File: config.mk
export PLATFORM = sky130hd
export DESIGN_NAME = yuv411_formatter
export DESIGN_NICKNAME = d
export VERILOG_FILES = /design/src/rtl/yuv411_pkg.sv /design/src/rtl/yuv411_phase_gen.sv /design/src/rtl/yuv411_chroma_slicer.sv /design/src/rtl/yuv411_delay_line.sv /design/src/rtl/yuv411_formatter.sv
export SDC_FILE = /design/constraint.sdc
export NUM_CORES = 1
export LEC_CHECK = 0
export ABC_CLOCK_PERIOD_IN_PS = 4500
export BUFFER_PORTS_ARGS = -buffer_cell sky130_fd_sc_hd__buf_2
export CORE_UTILIZATION = 40
export CTS_BUF_LIST = sky130_fd_sc_hd__clkbuf_16
export DETAILED_ROUTE_END_ITERATION = 6
export GPL_ROUTABILITY_DRIVEN = 0
export HOLD_SLACK_MARGIN = 0.03
export PLACE_DENSITY = 0.71
export SYNTH_ARGS = -nofsm -noshare
export SYNTH_HDL_FRONTEND = slang
export SYNTH_SLANG_ARGS = --single-unit
File: constraint.sdc
create_clock -name clk -period 4.5 [get_ports clk]
set_input_delay 0.675 -clock clk [delete_from_list [all_inputs] [get_ports clk]]
set_output_delay 0.675 -clock clk [all_outputs]
set_load 0.01 [all_outputs]
File: src/rtl/yuv411_pkg.sv
package yuv411_pkg;
  // Converter word width; chroma goes out two bits per cycle, so a group
  // spans half as many cycles as there are bits.
  localparam int SAMPLE_W  = 8;
  localparam int GROUP_LEN = SAMPLE_W / 2;
  localparam int PH_W      = $clog2(GROUP_LEN);

  // One pipeline slot: everything that travels alongside a luma sample.
  typedef struct packed {
    logic [SAMPLE_W-1:0] y;
    logic [1:0]          u_pair;
    logic [1:0]          v_pair;
    logic [PH_W-1:0]     ph;
    logic                cvalid;
  } slot_t;
endpackage

File: src/rtl/yuv411_phase_gen.sv
module yuv411_phase_gen
  import yuv411_pkg::*;
(
  input  logic            clk,
  input  logic            rst_n,
  input  logic            href,
  output logic [PH_W-1:0] cur_ph,
  output logic            grp_start,
  output logic            synced
);

  localparam logic [PH_W-1:0] PH_LAST = PH_W'(GROUP_LEN - 1);

  logic            href_q, href_d;
  logic [PH_W-1:0] ph_q, ph_d;
  logic            sync_q, sync_d;
  logic            rise;

  // next state
  always_comb begin
    rise   = href & ~href_q;
    if (rise)
      cur_ph = '0;
    else if (ph_q == PH_LAST)
      cur_ph = '0;
    else
      cur_ph = ph_q + PH_W'(1);
    ph_d      = cur_ph;
    href_d    = href;
    sync_d    = sync_q | rise;
    grp_start = (cur_ph == '0);
    synced    = sync_d;
  end

  // registers
  always_ff @(posedge clk or negedge rst_n) begin
    if (!rst_n) begin
      href_q <= 1'b0;
      ph_q   <= PH_LAST;
      sync_q <= 1'b0;
    end else begin
      href_q <= href_d;
      ph_q   <= ph_d;
      sync_q <= sync_d;
    end
  end

  // a reference edge forces the captured phase back to zero
  a_r6_restart: assert property (@(posedge clk) disable iff (!rst_n)
    (href && !href_q) |=> (ph_q == '0));

  // without a reference edge the phase steps by one and wraps
  a_r5_advance: assert property (@(posedge clk) disable iff (!rst_n)
    (!(href && !href_q) && ph_q != PH_LAST) |=> (ph_q == $past(ph_q) + PH_W'(1)));

endmodule

File: src/rtl/yuv411_chroma_slicer.sv
module yuv411_chroma_slicer
  import yuv411_pkg::*;
(
  input  logic                clk,
  input  logic                rst_n,
  input  logic [SAMPLE_W-1:0] u_in,
  input  logic [SAMPLE_W-1:0] v_in,
  input  logic                clamp,
  input  logic [PH_W-1:0]     cur_ph,
  input  logic                grp_start,
  input  logic                synced,
  output logic [1:0]          u_pair,
  output logic [1:0]          v_pair,
  output logic                cvalid
);

  logic [SAMPLE_W-1:0] u_hold, u_hold_d;
  logic [SAMPLE_W-1:0] v_hold, v_hold_d;
  logic                gclamp_q, gclamp_d;
  logic [SAMPLE_W-1:0] u_cur, v_cur;
  logic                gclamp_cur;

  // Offset binary to two's complement: flip the top bit.
  function automatic logic [SAMPLE_W-1:0] to_twos(input logic [SAMPLE_W-1:0] b);
    return {~b[SAMPLE_W-1], b[SAMPLE_W-2:0]};
  endfunction

  // Pick the bit pair for a phase: phase 0 takes the two top bits.
  function automatic logic [1:0] pick_pair(input logic [SAMPLE_W-1:0] b,
                                           input logic [PH_W-1:0]     p);
    logic [1:0] r;
    r = '0;
    for (int i = 0; i < GROUP_LEN; i++) begin
      if (p == PH_W'(i)) r = b[SAMPLE_W-1-2*i -: 2];
    end
    return r;
  endfunction

  // next state
  always_comb begin
    u_cur      = grp_start ? to_twos(u_in) : u_hold;
    v_cur      = grp_start ? to_twos(v_in) : v_hold;
    gclamp_cur = grp_start ? clamp : gclamp_q;
    u_hold_d   = u_cur;
    v_hold_d   = v_cur;
    gclamp_d   = gclamp_cur;
    u_pair     = pick_pair(u_cur, cur_ph);
    v_pair     = pick_pair(v_cur, cur_ph);
    cvalid     = synced & ~clamp & ~gclamp_cur;
  end

  // registers
  always_ff @(posedge clk or negedge rst_n) begin
    if (!rst_n) begin
      u_hold   <= '0;
      v_hold   <= '0;
      gclamp_q <= 1'b0;
    end else begin
      u_hold   <= u_hold_d;
      v_hold   <= v_hold_d;
      gclamp_q <= gclamp_d;
    end
  end

  // the held bytes change only on a group start
  a_r4_hold_stable: assert property (@(posedge clk) disable iff (!rst_n)
    !grp_start |=> ($stable(u_hold) && $stable(v_hold)));

  // the captured byte has its top bit opposite to the input's
  a_r3_msb_flip: assert property (@(posedge clk) disable iff (!rst_n)
    grp_start |=> (u_hold[SAMPLE_W-1] != $past(u_in[SAMPLE_W-1]) &&
                   v_hold[SAMPLE_W-1] != $past(v_in[SAMPLE_W-1])));

endmodule

File: src/rtl/yuv411_delay_line.sv
module yuv411_delay_line
  import yuv411_pkg::*;
#(
  parameter int DEPTH = 4
) (
  input  logic  clk,
  input  logic  rst_n,
  input  slot_t d,
  output slot_t q
);

  slot_t stg [DEPTH];

  for (genvar i = 0; i < DEPTH; i++) begin : g_stage
    slot_t stg_d;
    if (i == 0) begin : g_head
      always_comb stg_d = d;
    end else begin : g_body
      always_comb stg_d = stg[i-1];
    end
    always_ff @(posedge clk or negedge rst_n) begin
      if (!rst_n) stg[i] <= '0;
      else        stg[i] <= stg_d;
    end
  end

  assign q = stg[DEPTH-1];

endmodule

File: src/rtl/yuv411_formatter.sv
module yuv411_formatter
  import yuv411_pkg::*;
#(
  parameter int LATENCY     = 4,
  parameter int SYNC_STAGES = 2
) (
  input  logic                clk,
  input  logic                rst_n,
  input  logic [SAMPLE_W-1:0] y_in,
  input  logic [SAMPLE_W-1:0] u_in,
  input  logic [SAMPLE_W-1:0] v_in,
  input  logic                href,
  input  logic                clamp,
  input  logic                drive_n,
  output logic                out_en,
  output logic [SAMPLE_W-1:0] y_out,
  output logic [1:0]          u_out,
  output logic [1:0]          v_out,
  output logic [PH_W-1:0]     grp_phase,
  output logic                chroma_valid
);

  // Reset: asserted at once, released after SYNC_STAGES clock edges.
  logic [SYNC_STAGES-1:0] rst_pipe;
  logic                   rst_core_n;

  always_ff @(posedge clk or negedge rst_n) begin
    if (!rst_n) rst_pipe <= '0;
    else        rst_pipe <= {rst_pipe[SYNC_STAGES-2:0], 1'b1};
  end
  assign rst_core_n = rst_pipe[SYNC_STAGES-1];

  logic [PH_W-1:0] cur_ph;
  logic            grp_start;
  logic            synced;
  logic [1:0]      u_pair, v_pair;
  logic            cvalid;
  slot_t           slot_in, slot_out;

  yuv411_phase_gen u_phase (
    .clk       (clk),
    .rst_n     (rst_core_n),
    .href      (href),
    .cur_ph    (cur_ph),
    .grp_start (grp_start),
    .synced    (synced)
  );

  yuv411_chroma_slicer u_slice (
    .clk       (clk),
    .rst_n     (rst_core_n),
    .u_in      (u_in),
    .v_in      (v_in),
    .clamp     (clamp),
    .cur_ph    (cur_ph),
    .grp_start (grp_start),
    .synced    (synced),
    .u_pair    (u_pair),
    .v_pair    (v_pair),
    .cvalid    (cvalid)
  );

  always_comb begin
    slot_in.y      = y_in;
    slot_in.u_pair = u_pair;
    slot_in.v_pair = v_pair;
    slot_in.ph     = cur_ph;
    slot_in.cvalid = cvalid;
  end

  yuv411_delay_line #(.DEPTH(LATENCY)) u_pipe (
    .clk   (clk),
    .rst_n (rst_core_n),
    .d     (slot_in),
    .q     (slot_out)
  );

  // Pad model: an enable plus data held at zero while the pads are released.
  always_comb begin
    out_en       = ~drive_n;
    y_out        = out_en ? slot_out.y      : '0;
    u_out        = out_en ? slot_out.u_pair : '0;
    v_out        = out_en ? slot_out.v_pair : '0;
    grp_phase    = slot_out.ph;
    chroma_valid = slot_out.cvalid;
  end

  // released pads carry no data
  a_r8_quiet_outputs: assert property (@(posedge clk) disable iff (!rst_core_n)
    drive_n |-> (!out_en && y_out == '0 && u_out == '0 && v_out == '0));

endmodule

==> results of run 1 <==
==> per-stage QoR <==
step           std cells  area, sq um
2_1_floorplan        169         2480
6_report             297         3057
4_1_cts              297         3057
3_5_place_dp         282         2761
5_1_grt              297         3057
3_3_place_gp         282         2761
==> cell usage after synthesis, drive strengths merged, types with 2 or more instances <==
master  number
buf          5
o22ai        3
a222oi       2
or2          2
inv          4
dfstp        2
a22oi        2
nor2         3
dfrtp       77
nand2       41
nor2b       13
nor3         2
==> registers in the layout (all words and copies together), names as in the netlist <==
signal and cells:
u_pipe.g_stage.stg_d 45, u_pipe.q 15, u_slice.u_hold 6, u_slice.v_hold 6, rst_pipe 2, u_phase.ph_q 2
u_phase.href_q 1, u_phase.sync_q 1, u_slice.gclamp_q 1
==> cells in the final DEF (no fill, tap or decap), types with 2 or more instances in the layout <==
cell type    n
o22ai_1      3
inv_6        2
clkinvlp_4   3
a22oi_1      2
clkbuf_16    9
dfrtp_1     76
buf_2       44
nor3_1       2
dfstp_2      2
inv_1        4
nand2_1     41
nor2_1       2
nor2b_1     13
a222oi_1     2
==> cell families after synthesis <==
kind of cell,Yosys count,share of synthesized area
AOI/OAI and AO/OA,12,0.04339
adders and majority gates,1,0.005045
buffers and inverters,10,0.02068
DFF,79,0.7982
muxes,2,0.008577
other,1,0.001512
and+or+nand+nor,64,0.1226
==> cell type report <==
cell class,count,share of cell area
clock inverter,6,0.02292
inverter,4,0.004912
clock buffer,9,0.07368
multi-input combinational,80,0.1470
sequential,79,0.6488
tap,75,0.03070
timing repair buffer,44,0.07204
==> worst min-delay path by stage <==
stage / start / cells after the start / to / slack (ns)
after global routing: rst_n / 1 / rst_pipe[1] / 0.11
after detailed placement: u_pipe.g_stage[1].stg_d[1] / 0 / u_pipe.g_stage[2].stg_d[1] / 0.33
final: rst_n / 1 / rst_pipe[0] / 0.12
after CTS: rst_n / 1 / rst_pipe[1] / 0.11
after global placement: u_pipe.g_stage[3].stg_d[12] / 0 / u_pipe.q[12] / 0.33
after floorplan: rst_pipe[0] / 0 / rst_pipe[1] / 0.33
==> where the power goes <==
group          switching (W)  internal (W)
Clock               0.000270      0.000429
Combinational       0.000236      0.000170
Sequential         0.0000815      0.000919
==> layer usage <==
metal  global-route usage  share of wire  vias up
met2               0.2059           0.48       38
met5                    0              0        -
met1               0.1360           0.45      613
met3              0.06292          0.053        7
met4              0.06429          0.022        0
li1                     -              -      633
==> run metrics, run 1 <==
status=finished, final reports clean; end point of the critical path=u_pipe.g_stage[1].stg_d[6]; clk slew on worst S/H paths=0.06 ns; area leader, netlist=dfrtp_1; final setup fails=0; share of cells above drive strength 1=0.3063; Post-synth ARST share=1.000; CTS buffer count=9; reg-to-reg setup timing slack=2.61 ns; Residual DRC=0; area of the multi-input gates=449.2 sq um; total of max-cap violations=0; clock latency on the worst-skew pair=0.32 ns; Final ANT Viol Nets=0; die area=6519 sq um; Die Y-Extent=80.74 um; worst rel slew slack=0.3882; Final Worst Setup Slack=2.614 ns; row count=28; ys flop type=dfrtp_1; crit path max-delay cell type=dfstp_2; CP Capture Type=flip-flop; Setup Skew=0.004286 ns; Post-synth EDFFs=0; vias in the first global route=1332; Mapped Nets=199; fin crit share=0.4191; maximum vdd drop=298.3 uV; first-pass GRT wire length=5775 um; # Post-CTS Setup Buffers=0; initial antenna violation count=0; fin. max-slew vios=0; unrepaired setup endpoints after global routing=false; fin crit period=1.886 ns; root buf cell=clkbuf_16; Initial DRC Count=87; Crit path depth=4; YS warnings=0; Final Core Density=0.5132; clock tree buffer depth=2; GR Overflow Total=0; Crit path buffers/inverters=0; worst slack, placed=2.611 ns; CP Data Required Time=4.74 ns; Register Area=1983 sq um; Critical R2R Launch=u_phase.ph_q[0]; crit start category=flip-flop; largest net degree at the start of global routing=78; critical path's top delay family=flip-flops; max incr delay on CP=0.59 ns; H-tree levels=3; Max FO, Critical Path=6; hold_buf cts=0; first-pass iteration count of the detailed router=4; crit path from=u_phase.ph_q[0]; worst hold margin=0.1217 ns; register area share after synthesis=0.7982; Via density=4.347; Area Growth Syn to Fin=23.26%; DIE WIDTH=80.74 um; setup TNS=0 ns; ranking of synthesized cells by area=dfrtp_1, nand2_1, nor2b_1; GRT Util Overall=0.1264; PD cells=689.0 nW/um^2; n_diodes=0; CTS-repair resized insts=0; Yosys top cell area share=0.7770; Highest Clock Rate=530.3 MHz; Synth Cell Area=2480 sq um; #FFs+latches synth=79; RR Endpoint=u_pipe.g_stage[1].stg_d[6]; initial core utilization=0.4164; crit path DAT=2.13 ns; Avg Cell Area, Syn=14.67 sq um; IO Pins=45; depth of the worst register-to-register path=4; final WL=3376 um; Post-Synthesis Cells=169; Core Footprint=5956 sq um; PortBufs=44; wire per inst=11.37 um; worst-path cell chain=ha_1, nor4_2, a22oi_1, o22ai_1; Final Power=0.002106 W; post-DP HPWL=2149 um; Crit Path Category=reg2reg; Netlist cell types=28; worst-margin pin slew=0.9178 ns; Fin. Hold Viols=0; # fillers=522; clock sink total=79; hold crit path type=in2async; nets=248; via count=1291; CTS tree=yes; Leak Pwr=1.488 nW
No activity file was read; power rests on OpenSTA's default activity.
==> run 2: changes to the inputs <==
--- a/config.mk
+++ b/config.mk
@@ -5,7 +5,7 @@
 export SDC_FILE = /design/constraint.sdc
 export NUM_CORES = 1
 export LEC_CHECK = 0
-export ABC_CLOCK_PERIOD_IN_PS = 4500
+export ABC_CLOCK_PERIOD_IN_PS = 2000
 export BUFFER_PORTS_ARGS = -buffer_cell sky130_fd_sc_hd__buf_2
 export CORE_UTILIZATION = 40
 export CTS_BUF_LIST = sky130_fd_sc_hd__clkbuf_16
==> constraint.sdc (replaced) <==
create_clock -name clk -period 2 [get_ports clk]
set_input_delay 0.3 -clock clk [delete_from_list [all_inputs] [get_ports clk]]
set_output_delay 0.3 -clock clk [all_outputs]
set_load 0.01 [all_outputs]
==> run 2 against run 1 <==
- setup slack worse by 2.5 ns
- non-clock buffer count is 3 higher
- hold slack worse by 0.045 ns
- die area stayed put
- highest routed layer unchanged
==> run metrics, run 2 (synthesis gave the netlist of run 1 again) <==
clk slew on worst S/H paths=0.06 ns; Highest Clock Rate=544.4 MHz; first-pass GRT wire length=6120 um; clock tree buffer depth=2; Area Growth Syn to Fin=24.62%; DIE WIDTH=80.74 um; Largest register FFs=45; worst-path cell chain=ha_2, nand2_1, inv_1, a222oi_1, o22ai_1; commonest non-fill, non-tap cell in the layout=dfrtp_1; via count=1323; Initial DRC Count=114; fin crit period=1.837 ns; Final ANT Viol Nets=0; Final Worst Setup Slack=0.1631 ns; largest net degree at the start of global routing=44; IO Pins=45; Die Y-Extent=80.74 um; max incr delay on CP=0.61 ns; depth of the worst register-to-register path=5; Fin. Hold Viols=0; maximum vdd drop=757.1 uV; root buf cell=clkbuf_16; row count=28; Setup Skew=0.004203 ns; GR Overflow Total=0; initial antenna violation count=0; fin. max-slew vios=0; worst slack, placed=0.09888 ns; wire per inst=11.76 um; CTS tree=yes; H-tree levels=3; nets=251; n_diodes=0; first-pass iteration count of the detailed router=4; Residual DRC=0; Final Power=0.004741 W; # Post-CTS Setup Buffers=0; die area=6519 sq um; clock sink total=79; fin crit share=0.9185; Via density=4.410; GRT Util Overall=0.1352; Max FO, Critical Path=6; hold path cells=1; post-DP HPWL=2303 um; PortBufs=44; crit path DAT=2.03 ns; crit path max-delay cell type=dfstp_2; Core Footprint=5956 sq um; total of max-cap violations=0; initial core utilization=0.4164; most frequent cells in the layout=dfrtp_1, buf_2, nand2_1, nor2b_1, clkbuf_16; placed insts=284; share of cells above drive strength 1=0.3067; Leak Pwr=1.510 nW; PD cells=1534 nW/um^2; CTS buffer count=9; worst hold margin=0.07631 ns; Crit Path Category=reg2reg; reg-to-reg setup timing slack=0.16 ns; hold crit path type=in2reg; clock latency on the worst-skew pair=0.33 ns; non-filler instance count after layout=300; CP Data Required Time=2.20 ns; CP Capture Type=flip-flop; unrepaired setup endpoints after global routing=false; setup TNS=0 ns; final setup fails=0; crit start category=flip-flop; final WL=3527 um; vias in the first global route=1331; status=finished, final reports clean
==> run 2: path summary, 6_finish.rpt <==
check,end,startpoint
max in group asynchronous,u_phase.ph_q[1],rst_pipe[1]
hold / removal,u_pipe.g_stage[1].stg_d[14],y_in[7]
setup reg to reg,u_pipe.g_stage[1].stg_d[6],u_phase.ph_q[0]
hold reg to reg,u_pipe.g_stage[1].stg_d[8],rst_pipe[1]
min in group asynchronous,u_pipe.g_stage[1].stg_d[8],rst_pipe[1]
setup / recovery,u_pipe.g_stage[1].stg_d[6],u_phase.ph_q[0]
==> run 2: cell type report <==
cell class	count	area (sq um)
Multi-Input combinational cell	80	461.7
Fill cell	515	2865
Clock inverter	6	53.80
Timing Repair Buffer	47	257.7
Clock buffer	9	225.2
Inverter	4	15.01
Tap cell	75	93.84
Sequential cell	79	1983
==> run 2: power by group <==
part	internal, W	leakage [nW]	total, W	switching [W]
registers	0.00207	0.936	0.00224	0.000176
logic	0.000429	0.436	0.000987	0.000558
clock network	0.000942	0.138	0.00151	0.000567
total	0.00344	1.51	0.00474	0.00130
==> run 2: per-layer routing <==
metal	track usage	part of all wire	wire [um]
met1	0.1503	0.42	1479
met2	0.2144	0.49	1715
met3	0.06404	0.071	250
met4	0.07500	0.023	82
met5	0	0	0
==> run 2: per-stage QoR <==
| stage | util | instance area [sq um] |
|---|---|---|
| after CTS | 0.5168 | 3078 |
| after global routing | 0.5189 | 3090 |
| final | 0.5189 | 3090 |
| after global placement | 0.4683 | 2789 |
| after floorplan | - | 2481 |
| after detailed placement | 0.4683 | 2789 |
==> run 2: timing repair <==
| action | CTS | global route |
|---|---|---|
| setup endpoints to repair | 0 | 2 |
| gates resized for setup | 0 | 3 |
| hold buffers | 1 | 0 |
| hold endpoints to repair | 2 | 0 |
==> run 2: critical path, delay by kind of cell (launching register included) <==
family,cells,cell delay (ns)
DFF,1,0.61
AOI/OAI and AO/OA,2,0.48
adders and majority gates,1,0.36
and+or+nand+nor,1,0.13
buffers and inverters,1,0.13
